### src/rtl/bkpt_pkg.sv
package bkpt_pkg;
  localparam int LOC_LSB = 16;
  localparam int GLB_LSB = 20;
  localparam int CFG_W   = 4;

  localparam logic [2:0] RI_ALT_STAT = 3'd4;
  localparam logic [2:0] RI_ALT_CTRL = 3'd5;
  localparam logic [2:0] RI_STAT     = 3'd6;
  localparam logic [2:0] RI_CTRL     = 3'd7;

  typedef enum logic [1:0] {
    BT_EXEC  = 2'd0,
    BT_WRITE = 2'd1,
    BT_IO    = 2'd2,
    BT_DATA  = 2'd3
  } bp_type_e;

  typedef enum logic [2:0] {
    AK_FETCH = 3'd0,
    AK_READ  = 3'd1,
    AK_WRITE = 3'd2,
    AK_IO_RD = 3'd3,
    AK_IO_WR = 3'd4
  } acc_kind_e;

  // byte span minus one for a 2-bit length or size code
  function automatic logic [1:0] span_of(input logic [1:0] code);
    case (code)
      2'd0:    span_of = 2'd0;
      2'd1:    span_of = 2'd1;
      default: span_of = 2'd3;
    endcase
  endfunction
endpackage

### src/rtl/bkpt_slot_cmp.sv
module bkpt_slot_cmp
  import bkpt_pkg::*;
#(
  parameter int ADDR_W = 32
) (
  input  logic [ADDR_W-1:0] bp_addr,
  input  logic [1:0]        len_code,
  input  logic [1:0]        type_code,
  input  logic              slot_en,
  input  logic              ev_valid,
  input  logic [ADDR_W-1:0] ev_addr,
  input  logic [1:0]        ev_size,
  input  logic [2:0]        ev_kind,
  output logic              hit
);
  localparam int XW = ADDR_W + 1;

  logic [1:0]        bp_span;
  logic [1:0]        ev_span;
  logic [ADDR_W-1:0] bp_base;
  logic [XW-1:0]     b_lo, b_hi, a_lo, a_hi;
  logic              kind_ok;

  always_comb begin
    bp_span = span_of(len_code);
    ev_span = span_of(ev_size);
    bp_base = bp_addr & ~{{(ADDR_W-2){1'b0}}, bp_span};
    b_lo    = {1'b0, bp_base};
    b_hi    = b_lo + {{(XW-2){1'b0}}, bp_span};
    a_lo    = {1'b0, ev_addr};
    a_hi    = a_lo + {{(XW-2){1'b0}}, ev_span};
    case (bp_type_e'(type_code))
      BT_EXEC:  kind_ok = (ev_kind == AK_FETCH);
      BT_WRITE: kind_ok = (ev_kind == AK_WRITE);
      BT_IO:    kind_ok = (ev_kind == AK_IO_RD) || (ev_kind == AK_IO_WR);
      default:  kind_ok = (ev_kind == AK_READ) || (ev_kind == AK_WRITE);
    endcase
    hit = slot_en && ev_valid && kind_ok && (a_lo <= b_hi) && (b_lo <= a_hi);
  end
endmodule

### src/rtl/bkpt_regs.sv
module bkpt_regs
  import bkpt_pkg::*;
#(
  parameter int NUM_SLOTS = 4,
  parameter int ADDR_W    = 32,
  parameter int DATA_W    = 32
) (
  input  logic                 clk,
  input  logic                 rst_n,
  input  logic                 priv_ok,
  input  logic                 ext_dbg,
  input  logic                 reg_req,
  input  logic                 reg_wr,
  input  logic [2:0]           reg_idx,
  input  logic [DATA_W-1:0]    reg_wdata,
  input  logic [NUM_SLOTS-1:0] hit_vec,
  output logic [DATA_W-1:0]    reg_rdata,
  output logic                 fault_gp,
  output logic                 fault_ud,
  output logic [ADDR_W-1:0]    addr_q [NUM_SLOTS],
  output logic [DATA_W-1:0]    ctrl_q,
  output logic [NUM_SLOTS-1:0] sts_q
);
  localparam int RSV_W = DATA_W - NUM_SLOTS;

  function automatic logic [DATA_W-1:0] ctrl_mask();
    logic [DATA_W-1:0] m;
    m = '0;
    for (int s = 0; s < NUM_SLOTS; s++) begin
      m[CFG_W*s +: CFG_W] = '1;
      m[LOC_LSB + s]      = 1'b1;
      m[GLB_LSB + s]      = 1'b1;
    end
    return m;
  endfunction

  localparam logic [DATA_W-1:0] CTRL_MASK = ctrl_mask();

  logic                 alias_idx, go, sel_stat, sel_ctrl;
  logic                 addr_we [NUM_SLOTS];
  logic                 ctrl_we;
  logic [ADDR_W-1:0]    addr_d [NUM_SLOTS];
  logic [DATA_W-1:0]    ctrl_d;
  logic [NUM_SLOTS-1:0] sts_d;

  always_comb begin
    alias_idx = (reg_idx == RI_ALT_STAT) || (reg_idx == RI_ALT_CTRL);
    fault_gp  = reg_req && !priv_ok;
    fault_ud  = reg_req && priv_ok && ext_dbg && alias_idx;
    go        = reg_req && priv_ok && !(ext_dbg && alias_idx);
    sel_stat  = go && ((reg_idx == RI_STAT) || (reg_idx == RI_ALT_STAT));
    sel_ctrl  = go && ((reg_idx == RI_CTRL) || (reg_idx == RI_ALT_CTRL));
    ctrl_we   = sel_ctrl && reg_wr;
    reg_rdata = '0;
    if (go && !reg_wr) begin
      if (sel_stat) reg_rdata = {{RSV_W{1'b1}}, sts_q};
      if (sel_ctrl) reg_rdata = ctrl_q;
      for (int s = 0; s < NUM_SLOTS; s++)
        if (reg_idx == 3'(s)) reg_rdata = DATA_W'(addr_q[s]);
    end
  end

  always_comb begin
    for (int s = 0; s < NUM_SLOTS; s++) begin
      addr_we[s] = go && reg_wr && (reg_idx == 3'(s));
      addr_d[s]  = addr_we[s] ? ADDR_W'(reg_wdata) : addr_q[s];
    end
    ctrl_d = ctrl_we ? (reg_wdata & CTRL_MASK) : ctrl_q;
    sts_d  = ((sel_stat && reg_wr) ? reg_wdata[NUM_SLOTS-1:0] : sts_q) | hit_vec;
  end

  always_ff @(posedge clk or negedge rst_n) begin
    if (!rst_n) begin
      for (int s = 0; s < NUM_SLOTS; s++) addr_q[s] <= '0;
      ctrl_q <= '0;
      sts_q  <= '0;
    end else begin
      for (int s = 0; s < NUM_SLOTS; s++)
        if (addr_we[s]) addr_q[s] <= addr_d[s];
      if (ctrl_we) ctrl_q <= ctrl_d;
      sts_q <= sts_d;
    end
  end
endmodule

### src/rtl/bkpt_match_unit.sv
module bkpt_match_unit
  import bkpt_pkg::*;
#(
  parameter int NUM_SLOTS = 4,
  parameter int ADDR_W    = 32,
  parameter int DATA_W    = 32
) (
  input  logic              clk,
  input  logic              rst_n,
  input  logic [1:0]        cpl,
  input  logic              real_mode,
  input  logic              mgmt_mode,
  input  logic              ext_dbg,
  input  logic              reg_req,
  input  logic              reg_wr,
  input  logic [2:0]        reg_idx,
  input  logic [DATA_W-1:0] reg_wdata,
  output logic [DATA_W-1:0] reg_rdata,
  output logic              fault_gp,
  output logic              fault_ud,
  input  logic              ev_valid,
  input  logic [ADDR_W-1:0] ev_addr,
  input  logic [1:0]        ev_size,
  input  logic [2:0]        ev_kind,
  output logic              dbg_req
);
  logic                 priv_ok;
  logic [ADDR_W-1:0]    addr_q [NUM_SLOTS];
  logic [DATA_W-1:0]    ctrl_q;
  logic [NUM_SLOTS-1:0] sts_q;
  logic [NUM_SLOTS-1:0] hit_vec;
  logic                 req_d, req_q;
  logic                 unused_ctrl;

  assign priv_ok     = real_mode || mgmt_mode || (cpl == 2'd0);
  assign unused_ctrl = ^ctrl_q;

  bkpt_regs #(
    .NUM_SLOTS(NUM_SLOTS), .ADDR_W(ADDR_W), .DATA_W(DATA_W)
  ) u_regs (
    .clk(clk), .rst_n(rst_n), .priv_ok(priv_ok), .ext_dbg(ext_dbg),
    .reg_req(reg_req), .reg_wr(reg_wr), .reg_idx(reg_idx),
    .reg_wdata(reg_wdata), .hit_vec(hit_vec), .reg_rdata(reg_rdata),
    .fault_gp(fault_gp), .fault_ud(fault_ud),
    .addr_q(addr_q), .ctrl_q(ctrl_q), .sts_q(sts_q)
  );

  for (genvar g = 0; g < NUM_SLOTS; g++) begin : g_slot
    logic [CFG_W-1:0] cfg;
    assign cfg = ctrl_q[CFG_W*g +: CFG_W];
    bkpt_slot_cmp #(.ADDR_W(ADDR_W)) u_cmp (
      .bp_addr(addr_q[g]), .len_code(cfg[1:0]), .type_code(cfg[3:2]),
      .slot_en(ctrl_q[LOC_LSB + g] || ctrl_q[GLB_LSB + g]),
      .ev_valid(ev_valid), .ev_addr(ev_addr), .ev_size(ev_size),
      .ev_kind(ev_kind), .hit(hit_vec[g])
    );
  end

  assign req_d   = |hit_vec;
  assign dbg_req = req_q;

  always_ff @(posedge clk or negedge rst_n) begin
    if (!rst_n) req_q <= 1'b0;
    else        req_q <= req_d;
  end
endmodule

### config.mk
export PLATFORM = sky130hd
export DESIGN_NAME = bkpt_match_unit
export DESIGN_NICKNAME = d
export VERILOG_FILES = /design/src/rtl/bkpt_pkg.sv /design/src/rtl/bkpt_slot_cmp.sv /design/src/rtl/bkpt_regs.sv /design/src/rtl/bkpt_match_unit.sv
export SDC_FILE = /design/constraint.sdc
export NUM_CORES = 1
export LEC_CHECK = 0
export ABC_AREA = 1
export ABC_CLOCK_PERIOD_IN_PS = 3000
export BUFFER_PORTS_ARGS = -buffer_cell sky130_fd_sc_hd__buf_2
export CORE_MARGIN = 3
export CORE_UTILIZATION = 40
export CTS_CLUSTER_DIAMETER = 30
export DETAILED_ROUTE_END_ITERATION = 12
export PLACE_DENSITY_LB_ADDON = 0.3
export REMOVE_ABC_BUFFERS = 1
export SYNTH_ARGS = -nofsm -noshare
export SYNTH_HDL_FRONTEND = slang
export SYNTH_SLANG_ARGS = --single-unit
### constraint.sdc
create_clock -name clk -period 3 [get_ports clk]
set_clock_uncertainty 0.05 [all_clocks]
set_input_delay 0.6 -clock clk [delete_from_list [all_inputs] [get_ports clk]]
set_output_delay 0.6 -clock clk [all_outputs]
set_load 0.005 [all_outputs]
==> impl_metrics.yaml <==
run_status:
  violations: "negative setup slack"
  outcome: "finished, violations left"
drt:
  vias_per_cell: 5.67
  dr.first_iter.drc_count: 2046
  vias: 18200
  drtPass1Iterations: 6
  wirelength_mm: 75.5
  wl_met1_mm: 33.0
  met2_length_mm: 31.5
  wire_per_inst_um: 23.5
  drcViolationCount: 0
  ant_nets: 0
  top_layer: "met5"
  route.met3.wl_mm: 8.43
clock_network:
  htree_levels: 4
  cts-buffers-inserted: 17
  cts_hold_buf: 0
  cts_tree: "done"
  cts.sinks: 157
  clock_path_buffers: 2
  clk_latency_ps: 510
  clkTransAtPathRegs_ps: 70
  cts_root_buffer: "clkbuf_16"
global_routing:
  grt_max_degree: 65
  antenna_found_initial: 2
  gr-total-overflow: 0
  grt_pass1_vias: 16900
  grt_util_all_layers_pct: 35.1
  grt_first_pass_wirelength_mm: 109
worst_setup_path:
  crit_fanout: 4
  critPathKind: "input port to flop"
  start_kind: "input port"
  arrival_ps: 3830
  required_ps: 3340
  endpoint_kind: "flop"
placed_design:
  gp_congestion: 1.03
  dp_hpwl_mm: 61.2
  port_buffers: 116
  place_inst: 3163
  dp_slack_ps: -1600
logic_synthesis:
  syn_area_mm2: 0.0162
  yosysWarnings: 0
  syn_area_per_cell_um2: 6.90
  synth_edf_count: 0
  ys.flop_type: "dfrtp_1"
  synth_top_cell_area_share_pct: 24.3
  synth-seq-area-share_pct: 24.3
  synthTopCellsByArea: "dfrtp_1 (24%), ha_1 (20%), nand2_1 (15%)"
  ys_seq_elements: 157
  yosysTopAreaCell: "dfrtp_1"
  synthCells: 2343
  ys_types: 42
  async_reset_ff_share_pct: 100
  yosysMostFrequentCell: "nand2_1"
  synthTopCellsByCount: "nand2_1 (647), inv_1 (295), ha_1 (262), o21ai_0 (220), nor2_1 (167)"
timing:
  report.final.slew_viol_count: 0
  worst_pin_slew_ps: 804
  clock.fmax_mhz: 287
  hold_viol: 0
  tns_ps: -2110
  rsz0062_at_grt: "true"
  fin_crit_sh_pct: 116
  fin_ws_ps: -485
  period_minus_slack_ps: 3490
  holdWs_ps: 42.7
  relSlewSlack_pct: 46.4
  finalSetupViolations: 5
floorplanning:
  rows: 72
  die_h_um: 207
  core_area_mm2: 0.0393
  initial_core_util_pct: 41.1
  io_pins: 117
  dieArea_mm2: 0.0428
  die_w_um: 207
min_path:
  min_path_type: "input port to asynchronous set/reset pin"
layout:
  finish.utilization_pct: 52.0
  multi_input_area_mm2: 0.0115
  area_growth_pct: 26.4
  drive_gt1_share_pct: 19.3
  nFillCells: 3915
  fin_cells: 3211
  register_area_mm2: 0.00393
  layout.nets: 3024
power_and_ir_drop:
  seqPwrFrac_pct: 33.0
  clockPowerShare_pct: 21.9
  ir_worst_vdd_mv: 0.522
  switching_power_uw: 5090
  power.internal_uw: 5850
  power.leakage_uw: 0.0104
  p_per_area_mw_per_mm2: 536
  switching_share_pct: 46.5
  comb_power_share_pct: 45.1
run:
  drv_cap: 0
[path summary, 6_finish.rpt]
path | startpoint | to | slack, ps | depth (start not counted)
setup / recovery | ev_size[1] | dbg_req$_DFF_PN0_ | -490 | 27
hold / removal | rst_n | u_regs.addr_q[127]$_DFFE_PN0P_ | 40 | 1
setup reg to reg | u_regs.ctrl_q[1]$_DFFE_PN0P_ | dbg_req$_DFF_PN0_ | 370 | 17
hold reg to reg | u_regs.ctrl_q[4]$_DFFE_PN0P_ | u_regs.ctrl_q[4]$_DFFE_PN0P_ | 460 | 2
max in group asynchronous | rst_n | u_regs.sts_q[3]$_DFF_PN0_ | 2090 | 2
min in group clk | reg_wdata[19] | u_regs.addr_q[19]$_DFFE_PN0P_ | 380 | 3
[per-stage QoR]
step	instance area, um^2	power, uW
2_1_floorplan	15900	5790
3_3_place_gp	19000	8060
3_5_place_dp	19000	8170
4_1_cts	20000	10700
5_1_grt	20400	11600
6_report	20400	10900
[registers in the layout, summed over array words and instances, names as in the netlist]
name,cells
u_regs.sts_q,4
dbg_req,1
u_regs.ctrl_q,24
u_regs.addr_q,128
[critical path, stage by stage]
cell and delay, ps:
buf_6 70, or2_4 110, ha_4 130, inv_2 40
fa_2 360, nor2_4 190, nand2_2 100, nor2_4 110
nand2_2 80, inv_2 80, nand3_4 100, buf_6 150
nor3_4 200, xnor2_4 180, buf_6 160, ha_4 270
nand2_2 60, nor2_2 100, nand3_2 100, nor2_2 130
nand2_1 80, nand3_2 90, nand2_4 80, nand3_4 80
nand2_2 60, inv_2 50, nand2_2 50
[final cells by class]
type,count,share of cell area (%)
Inverter,299,5.54
Timing Repair Buffer,364,12.8
Tap cell,518,3.17
Clock inverter,14,0.888
Multi-Input combinational cell,1840,56.2
Antenna cell,1,0.0123
Sequential cell,157,19.2
Clock buffer,18,2.10
[power groups by stage]
stage	clock, uW	sequential (uW)	combinational [uW]
floorplan	0	3100	2690
global placement	0	3560	4500
detailed placement	0	3560	4610
CTS	2430	3530	4700
global route	2510	3620	5460
finish	2400	3600	4940
[cells by family (layout without fill, tap and decap cells)]
kind of cell    Yosys count  in the layout  share of synthesized area (%)
xor+xnor                 85             85                           4.61
compound gates          441            441                           14.7
flops                   157            157                           24.3
simple gates           1047           1047                           27.6
buf+inv                 349            695                           8.32
other cells               1              5                         0.0232
fa+ha+maj               263            263                           20.4
[what timing repair did]
action / in CTS / in global routing
pin swaps: 34 / 52
cloned: 0 / 1
resized for setup: 57 / 80
setup endpoints to repair: 7 / 18
endpoints found under the hold margin: 0 / 0
setup buffers: 5 / 10
[per-layer routing]
| metal | vias up | global-route usage (%) |
|---|---|---|
| met5 | - | 0 |
| met4 | 2 | 11.9 |
| met3 | 163 | 8.15 |
| met2 | 1011 | 51.5 |
| met1 | 8584 | 50.6 |
| li1 | 8462 | - |
[placed cells by master (no fill, tap or decap), drive strengths merged]
cell        n
nand2     655
buf       364
inv       304
ha        262
o21ai     223
nor2      181
dfrtp     157
a21oi     156
nand3      90
xor2       48
nand4      46
xnor2      37
nor3       37
o211ai     29
nor4       24
clkbuf     18
nand3b      9
a21o        9
a41oi       5
o221ai      5
a22oi       4
o21a        4
conb        4
clkinvlp    3
o2111ai     3
bufinv      3
clkinv      3
nor3b       2
o21bai      2
and3        2
diode       1
or2         1
o31ai       1
fa          1
(Power assumes the default switching activity.)
